===== config.mk =====
export PLATFORM = sky130hd
export DESIGN_NAME = dma_bus_arbiter
export DESIGN_NICKNAME = d
export VERILOG_FILES = /design/src/rtl/dma_arb_pkg.sv /design/src/rtl/dma_arb_timer.sv /design/src/rtl/dma_arb_fsm.sv /design/src/rtl/dma_bus_arbiter.sv
export SDC_FILE = /design/constraint.sdc
export NUM_CORES = 1
export LEC_CHECK = 0
export BUFFER_PORTS_ARGS = -buffer_cell sky130_fd_sc_hd__clkbuf_2
export CORE_MARGIN = 4
export CORE_UTILIZATION = 48
export CTS_CLUSTER_DIAMETER = 80
export DETAILED_ROUTE_END_ITERATION = 8
export PLACE_DENSITY = 0.72
export REMOVE_ABC_BUFFERS = 1
export SLEW_MARGIN = 20
export SYNTH_ARGS = -nofsm -noshare
export SYNTH_HDL_FRONTEND = slang
export SYNTH_SLANG_ARGS = --single-unit

===== constraint.sdc =====
create_clock -name clk -period 2.9 [get_ports clk]
set_clock_uncertainty 0.15 [all_clocks]
set_input_delay 0.435 -clock clk [delete_from_list [all_inputs] [get_ports clk]]
set_output_delay 0.435 -clock clk [all_outputs]
set_load 0.01 [all_outputs]

===== src/rtl/dma_arb_pkg.sv =====
package dma_arb_pkg;

   typedef enum logic [1:0] {
      ST_IDLE     = 2'd0,
      ST_WAIT_ACK = 2'd1,
      ST_GRANTED  = 2'd2,
      ST_TIMEOUT  = 2'd3
   } arb_state_t;

endpackage


===== src/rtl/dma_arb_timer.sv =====
module dma_arb_timer #(
   parameter int CNT_W          = 16,
   parameter bit ZERO_UNLIMITED = 1'b1
) (
   input  logic             clk,
   input  logic             rst_n,
   input  logic             run_i,
   input  logic [CNT_W-1:0] limit_i,
   output logic             expire_o
);

   localparam logic [CNT_W-1:0] CNT_ONE  = {{(CNT_W-1){1'b0}}, 1'b1};
   localparam logic [CNT_W-1:0] CNT_ZERO = '0;

   logic [CNT_W-1:0] cnt_q;
   logic             last_cycle;

   // cycles already spent in the current grant; cleared outside a grant
   always_ff @(posedge clk) begin
      if (!rst_n)      cnt_q <= CNT_ZERO;
      else if (run_i)  cnt_q <= cnt_q + CNT_ONE;
      else             cnt_q <= CNT_ZERO;
   end

   assign last_cycle = (cnt_q == (limit_i - CNT_ONE));

   generate
      if (ZERO_UNLIMITED) begin : g_zero_off
         // limit 0 disables the session time-out
         assign expire_o = run_i && (limit_i != CNT_ZERO) && last_cycle;

         AST_CNT_BELOW_LIMIT: assert property (@(posedge clk) disable iff (!rst_n)
            (run_i && limit_i != CNT_ZERO && $stable(limit_i)) |-> (cnt_q < limit_i));
      end else begin : g_zero_full
         // limit 0 wraps to the full counter range
         assign expire_o = run_i && last_cycle;
      end
   endgenerate

endmodule


===== src/rtl/dma_arb_fsm.sv =====
module dma_arb_fsm
   import dma_arb_pkg::*;
(
   input  logic clk,
   input  logic rst_n,
   input  logic dma_req,
   input  logic pwr_down,
   input  logic hold_ack,
   input  logic expire_i,
   output logic granted_o,
   output logic hold_req,
   output logic timeout_err
);

   arb_state_t state_q, state_d;
   logic       to_pulse_q;

   always_comb begin
      state_d = state_q;
      unique case (state_q)
         ST_IDLE: begin
            if (dma_req) state_d = pwr_down ? ST_GRANTED : ST_WAIT_ACK;
         end
         ST_WAIT_ACK: begin
            if (!dma_req)                 state_d = ST_IDLE;
            else if (hold_ack || pwr_down) state_d = ST_GRANTED;
         end
         ST_GRANTED: begin
            if (!dma_req)      state_d = ST_IDLE;
            else if (expire_i) state_d = ST_TIMEOUT;
         end
         ST_TIMEOUT: begin
            if (!dma_req) state_d = ST_IDLE;
         end
         default: state_d = ST_IDLE;
      endcase
   end

   always_ff @(posedge clk) begin
      if (!rst_n) begin
         state_q    <= ST_IDLE;
         to_pulse_q <= 1'b0;
      end else begin
         state_q    <= state_d;
         to_pulse_q <= (state_q == ST_GRANTED) && (state_d == ST_TIMEOUT);
      end
   end

   assign granted_o   = (state_q == ST_GRANTED);
   assign hold_req    = (state_q == ST_WAIT_ACK) || (state_q == ST_GRANTED);
   assign timeout_err = to_pulse_q;

   AST_GRANT_NEEDS_REQ: assert property (@(posedge clk) disable iff (!rst_n)
      granted_o |-> $past(dma_req));
   AST_GRANT_AFTER_ACK: assert property (@(posedge clk) disable iff (!rst_n)
      $rose(granted_o) |-> $past(hold_ack || pwr_down));
   AST_RELEASE_NEXT: assert property (@(posedge clk) disable iff (!rst_n)
      (hold_req && !dma_req) |=> (!granted_o && !hold_req));
   AST_TO_ONE_CYCLE: assert property (@(posedge clk) disable iff (!rst_n)
      timeout_err |=> !timeout_err);
   AST_TO_ENDS_GRANT: assert property (@(posedge clk) disable iff (!rst_n)
      timeout_err |-> (!granted_o && !hold_req && $past(granted_o)));
   AST_NO_REGRANT: assert property (@(posedge clk) disable iff (!rst_n)
      (timeout_err && dma_req) |=> !granted_o);

endmodule


===== src/rtl/dma_bus_arbiter.sv =====
module dma_bus_arbiter #(
   parameter int CNT_W          = 16,
   parameter bit ZERO_UNLIMITED = 1'b1
) (
   input  logic             clk,
   input  logic             rst_n,
   input  logic             dma_req,
   input  logic             pwr_down,
   input  logic             hold_ack,
   input  logic [CNT_W-1:0] session_limit,
   output logic             dma_grant,
   output logic             hold_req,
   output logic             timeout_err
);

   generate
      if (CNT_W < 2 || CNT_W > 32) begin : g_bad_width
         $error("dma_bus_arbiter: CNT_W must lie in 2..32");
      end
   endgenerate

   logic granted;
   logic expire;

   dma_arb_fsm u_fsm (
      .clk         (clk),
      .rst_n       (rst_n),
      .dma_req     (dma_req),
      .pwr_down    (pwr_down),
      .hold_ack    (hold_ack),
      .expire_i    (expire),
      .granted_o   (granted),
      .hold_req    (hold_req),
      .timeout_err (timeout_err)
   );

   dma_arb_timer #(
      .CNT_W          (CNT_W),
      .ZERO_UNLIMITED (ZERO_UNLIMITED)
   ) u_timer (
      .clk      (clk),
      .rst_n    (rst_n),
      .run_i    (granted),
      .limit_i  (session_limit),
      .expire_o (expire)
   );

   assign dma_grant = granted;

   AST_GRANT_HAS_HOLD: assert property (@(posedge clk) disable iff (!rst_n)
      dma_grant |-> hold_req);
   AST_IDLE_ACK_IGNORED: assert property (@(posedge clk) disable iff (!rst_n)
      (!hold_req && !dma_grant && !dma_req) |=> (!hold_req && !dma_grant));

endmodule


==> impl_results.rst <==
.. list-table::
   :header-rows: 1

   * - Metric
     - Value
   * - Initial core utilization
     - 52.0%
   * - Setup Viol. Count Final
     - 0
   * - Fraction of final layout cells sized beyond drive strength 1
     - 18.9%
   * - GRT overflow
     - 0
   * - Number of register bits inferred by synthesis
     - 19
   * - Yosys cell types
     - 42
   * - Sum Neg Setup Slack
     - 0 ns
   * - Class of the most critical setup path
     - in -> reg
   * - Count of placed standard cells in the final layout, fillers left out
     - between 200 and 250
   * - IO Port Bufs
     - 23
   * - Vias in the first global route
     - roughly 1500
   * - Maximum clock insertion buffer count
     - 2
   * - Half-perimeter wire length after detailed placement
     - 2.85 mm
   * - HP Start
     - rst_n
   * - Cell Int Power
     - 368 uW
   * - Area growth from synthesis to final layout
     - 15.4%
   * - Synthesized instance count
     - 186
   * - CTS hold repair buffers
     - 0
   * - GRT Resource Usage Total
     - between 10% and 20%
   * - Number of top-level pins
     - 24
   * - Source of the worst register-to-register timing path
     - u_timer.cnt_q[5]
   * - Post-Synthesis Mean Instance Area
     - 7.97 sq um
   * - Net Sw Power
     - 147 uW
   * - Data required time of the worst path
     - 2.97 ns
   * - Placeable Area
     - 2850 sq um
   * - Total number of vias
     - 1428
   * - Reg power frac
     - roughly 52%
   * - Share of total power in the clock network
     - 26.3%
   * - Cell area after technology mapping
     - 1480 sq um
   * - Max-cap violation count
     - 0
   * - Critical Path, Cell by Cell
     - clkbuf_2 -> inv_1 -> ha_1 -> nor2b_1 -> a311o_1 -> mux2_2 -> mux2_1 -> a2111oi_4 -> a31oi_1 -> nor4_2
   * - Final worst path period need
     - between 2 and 3 ns
   * - Setup slack, reg-to-reg
     - 0.37 ns
   * - P per Cell Area
     - 301 nW/um^2
   * - Number of pins with negative max-slew slack in the final report
     - 0
   * - Leak
     - 0.640 nW
   * - Register area share after synthesis
     - roughly a quarter
   * - Final critical-path setup slack
     - 0.261 ns
   * - Peak supply drop
     - 0.230 mV
   * - Number of DRC markers in iteration 0
     - 100
   * - Crit share post-route
     - 91.0%
   * - Startpoint kind of the worst setup timing path
     - input port
   * - Non-Filler Cell Area, Final
     - 1710 sq um
   * - Area used by multi-input combinational logic
     - about 1000 sq um
   * - Status
     - complete, no violations
   * - Max transition margin
     - 62.0%
   * - Seq. cell area
     - 380 sq um
   * - Number of standard-cell rows in the floorplan
     - 19
   * - Hold violation count in the final report
     - 0
   * - Data arrival time of the critical path
     - 2.71 ns
   * - Overall die width
     - about 64 um
   * - Worst hold path class
     - in -> reg
   * - Clock tree from TritonCTS
     - built
   * - First-pass GRT wire length
     - 6.37 mm
   * - Cells resized by post-CTS repair
     - 0
   * - Weighted congestion reported at the end of routability-driven placement
     - 0.856
   * - Clock Tree Root
     - sky130_fd_sc_hd__clkbuf_4
   * - Pin count of the biggest net entering global routing
     - 17
   * - Clock transition at the register clock pins on the worst setup and hold paths after CTS
     - approximately 0.11 ns
   * - Source of the critical timing path
     - session_limit[1]
   * - Number of buffers inserted by post-CTS setup repair
     - 0
   * - Post-placement cell count
     - 244
   * - Post-route DRC
     - 0
   * - Number of detailed-route iterations in the first pass
     - 4
   * - Warning count from the yosys run
     - 0
   * - Count of H-tree levels built during CTS
     - 1
   * - Setup repair after global routing missed its margin
     - no
   * - Post-Place Cell Area
     - ~1700 sq um
   * - Routed Wire Length
     - roughly 3.6 mm
   * - # nets final
     - 245
   * - Initial antenna violation count
     - 0
   * - Full die area
     - 4040 sq um
   * - Worst Path Max Fanout
     - 3
   * - Total clock sinks
     - 19
   * - Avg Vias per Cell
     - 5.76
   * - Residual antenna-violating net count after detailed routing
     - 0
   * - Total CTS buffers
     - 3
   * - Number of antenna repair diodes
     - 0
   * - Max Clk Rate
     - 0.379 GHz
   * - Switching share of power
     - between 20 and 30%
   * - Clock latency of the later-clocked register in the worst-skew pair
     - 0.30 ns
   * - Delay contributed by the slowest stage of the critical path
     - 0.36 ns
   * - Worst slew pin tran
     - 0.569 ns
   * - Logic pwr share
     - 21.6%
   * - Wire length per cell after detailed routing
     - approximately 14 um
   * - Worst Setup End Kind
     - flop
   * - Fillers
     - 276
   * - Height of the die
     - around 64 um
   * - Post-placement worst setup slack
     - -0.0431 ns
   * - Slowest stage cell on the critical path
     - sky130_fd_sc_hd__a311o_1
-- layout make-up --
cell class | count | share of cell area [%]
clock buffer | 4 | 1.54
inverter | 9 | 1.97
multi-input combinational | 153 | 61.3
sequential | 19 | 22.2
tap | 31 | 2.27
timing repair buffer | 32 | 10.7
-- sequential cells by signal (all words and copies together), names as in the netlist --
register           flops
u_timer.cnt_q         16
u_fsm.timeout_err      1
u_fsm.state_q          2
-- power by group through the flow --
| stage | sequential, mW | clock (mW) | combinational [mW] |
|---|---|---|---|
| 6_report | 0.268 | 0.136 | 0.111 |
| 3_3_place_gp | 0.274 | 0 | 0.105 |
| 2_1_floorplan | 0.273 | 0 | 0.0618 |
| 4_1_cts | 0.268 | 0.142 | 0.112 |
| 3_5_place_dp | 0.274 | 0 | 0.111 |
| 5_1_grt | 0.269 | 0.154 | 0.126 |
-- worst max-delay path, delay by kind of cell --
kind | cells | cell delay, ns
AO/OA/AOI/OAI | 3 | 0.87
adder cells (fa/ha/maj) | 1 | 0.19
buffers and inverters | 2 | 0.16
multiplexers | 2 | 0.62
AND/OR/NAND/NOR | 2 | 0.43
-- layer usage --
layer / part of all wire (%) / vias to the layer above / global-route usage, %
met2: 49 / 33 / 33.2
met5: 0 / - / 0
met3: 4.1 / 6 / 2.13
met4: 1.8 / 0 / 8.63
met1: 45 / 665 / 24.3
li1: - / 724 / -
-- layout by cell type (no fill, tap or decap), drive strengths merged, types with 2 or more instances in the layout --
cell	synthesis	routed
a211oi	2	2
a21oi	9	9
and2	3	3
and3	4	4
buf	0	9
clkbuf	5	27
dfxtp	19	19
ha	6	6
inv	9	9
mux2	2	2
nand2	13	13
nand2b	3	3
nand3	8	8
nand3b	5	5
nand4	4	4
nor2	18	18
nor2b	4	4
nor3	3	3
nor3b	2	2
nor4	5	5
o211ai	2	2
o21ai	6	6
or3	7	7
or4	4	4
xnor2	16	16
xor2	14	14
-- cell usage after synthesis (all sizes together) --
cell | instances | area (sq um)
nor2 | 18 | 67.6
nand3 | 8 | 40.0
inv | 9 | 33.8
and4 | 1 | 8.76
o31ai | 1 | 7.51
nand4 | 4 | 25.0
a21o | 1 | 7.51
a31oi | 1 | 6.26
o211ai | 2 | 15.0
a211oi | 2 | 15.0
or4 | 4 | 41.3
xor2 | 14 | 123
xnor2 | 16 | 140
a2bb2oi | 1 | 8.76
a2111oi | 1 | 27.5
nor3b | 2 | 15.0
nor3 | 3 | 15.0
mux2 | 2 | 22.5
dfxtp | 19 | 380
and3 | 4 | 25.0
nand2b | 3 | 18.8
nor2b | 4 | 25.0
a211o | 1 | 8.76
or3 | 7 | 43.8
and2 | 3 | 18.8
nand3b | 5 | 37.5
o21bai | 1 | 7.51
clkbuf | 5 | 18.8
o41ai | 1 | 8.76
o21ai | 6 | 30.0
ha | 6 | 75.1
a21oi | 9 | 45.0
o311a | 1 | 10.0
o22ai | 1 | 6.26
nor4 | 5 | 37.5
o21a | 1 | 7.51
nand2 | 13 | 48.8
a311o | 1 | 10.0
-- final timing paths --
check / to / depth (start not counted)
worst min register to register: u_timer.cnt_q[0] / 1
worst min-delay path: u_fsm.state_q[0] / 2
worst max register to register: u_fsm.timeout_err / 7
worst max-delay path: u_fsm.timeout_err / 10
-- stage by stage --
| step | util (%) | hold slack (ns) | power (mW) |
|---|---|---|---|
| after floorplan | - | 0.286 | 0.335 |
| after global placement | 59.1 | 0.305 | 0.379 |
| after detailed placement | 59.1 | 0.324 | 0.385 |
| after CTS | 60.0 | 0.251 | 0.521 |
| after global routing | 60.0 | 0.257 | 0.548 |
| final | 60.0 | 0.263 | 0.515 |
-- cell families after synthesis --
| logic type | after synthesis | share of synthesized area (%) |
|---|---|---|
| buffers and inverters | 14 | 3.54 |
| AOI/OAI and AO/OA | 31 | 14.9 |
| adders and majority gates | 6 | 5.06 |
| xor gates and xnor gates | 30 | 17.7 |
| DFF | 19 | 25.7 |
| muxes | 2 | 1.52 |
| and+or+nand+nor | 84 | 31.6 |
(Power assumes the default switching activity.)
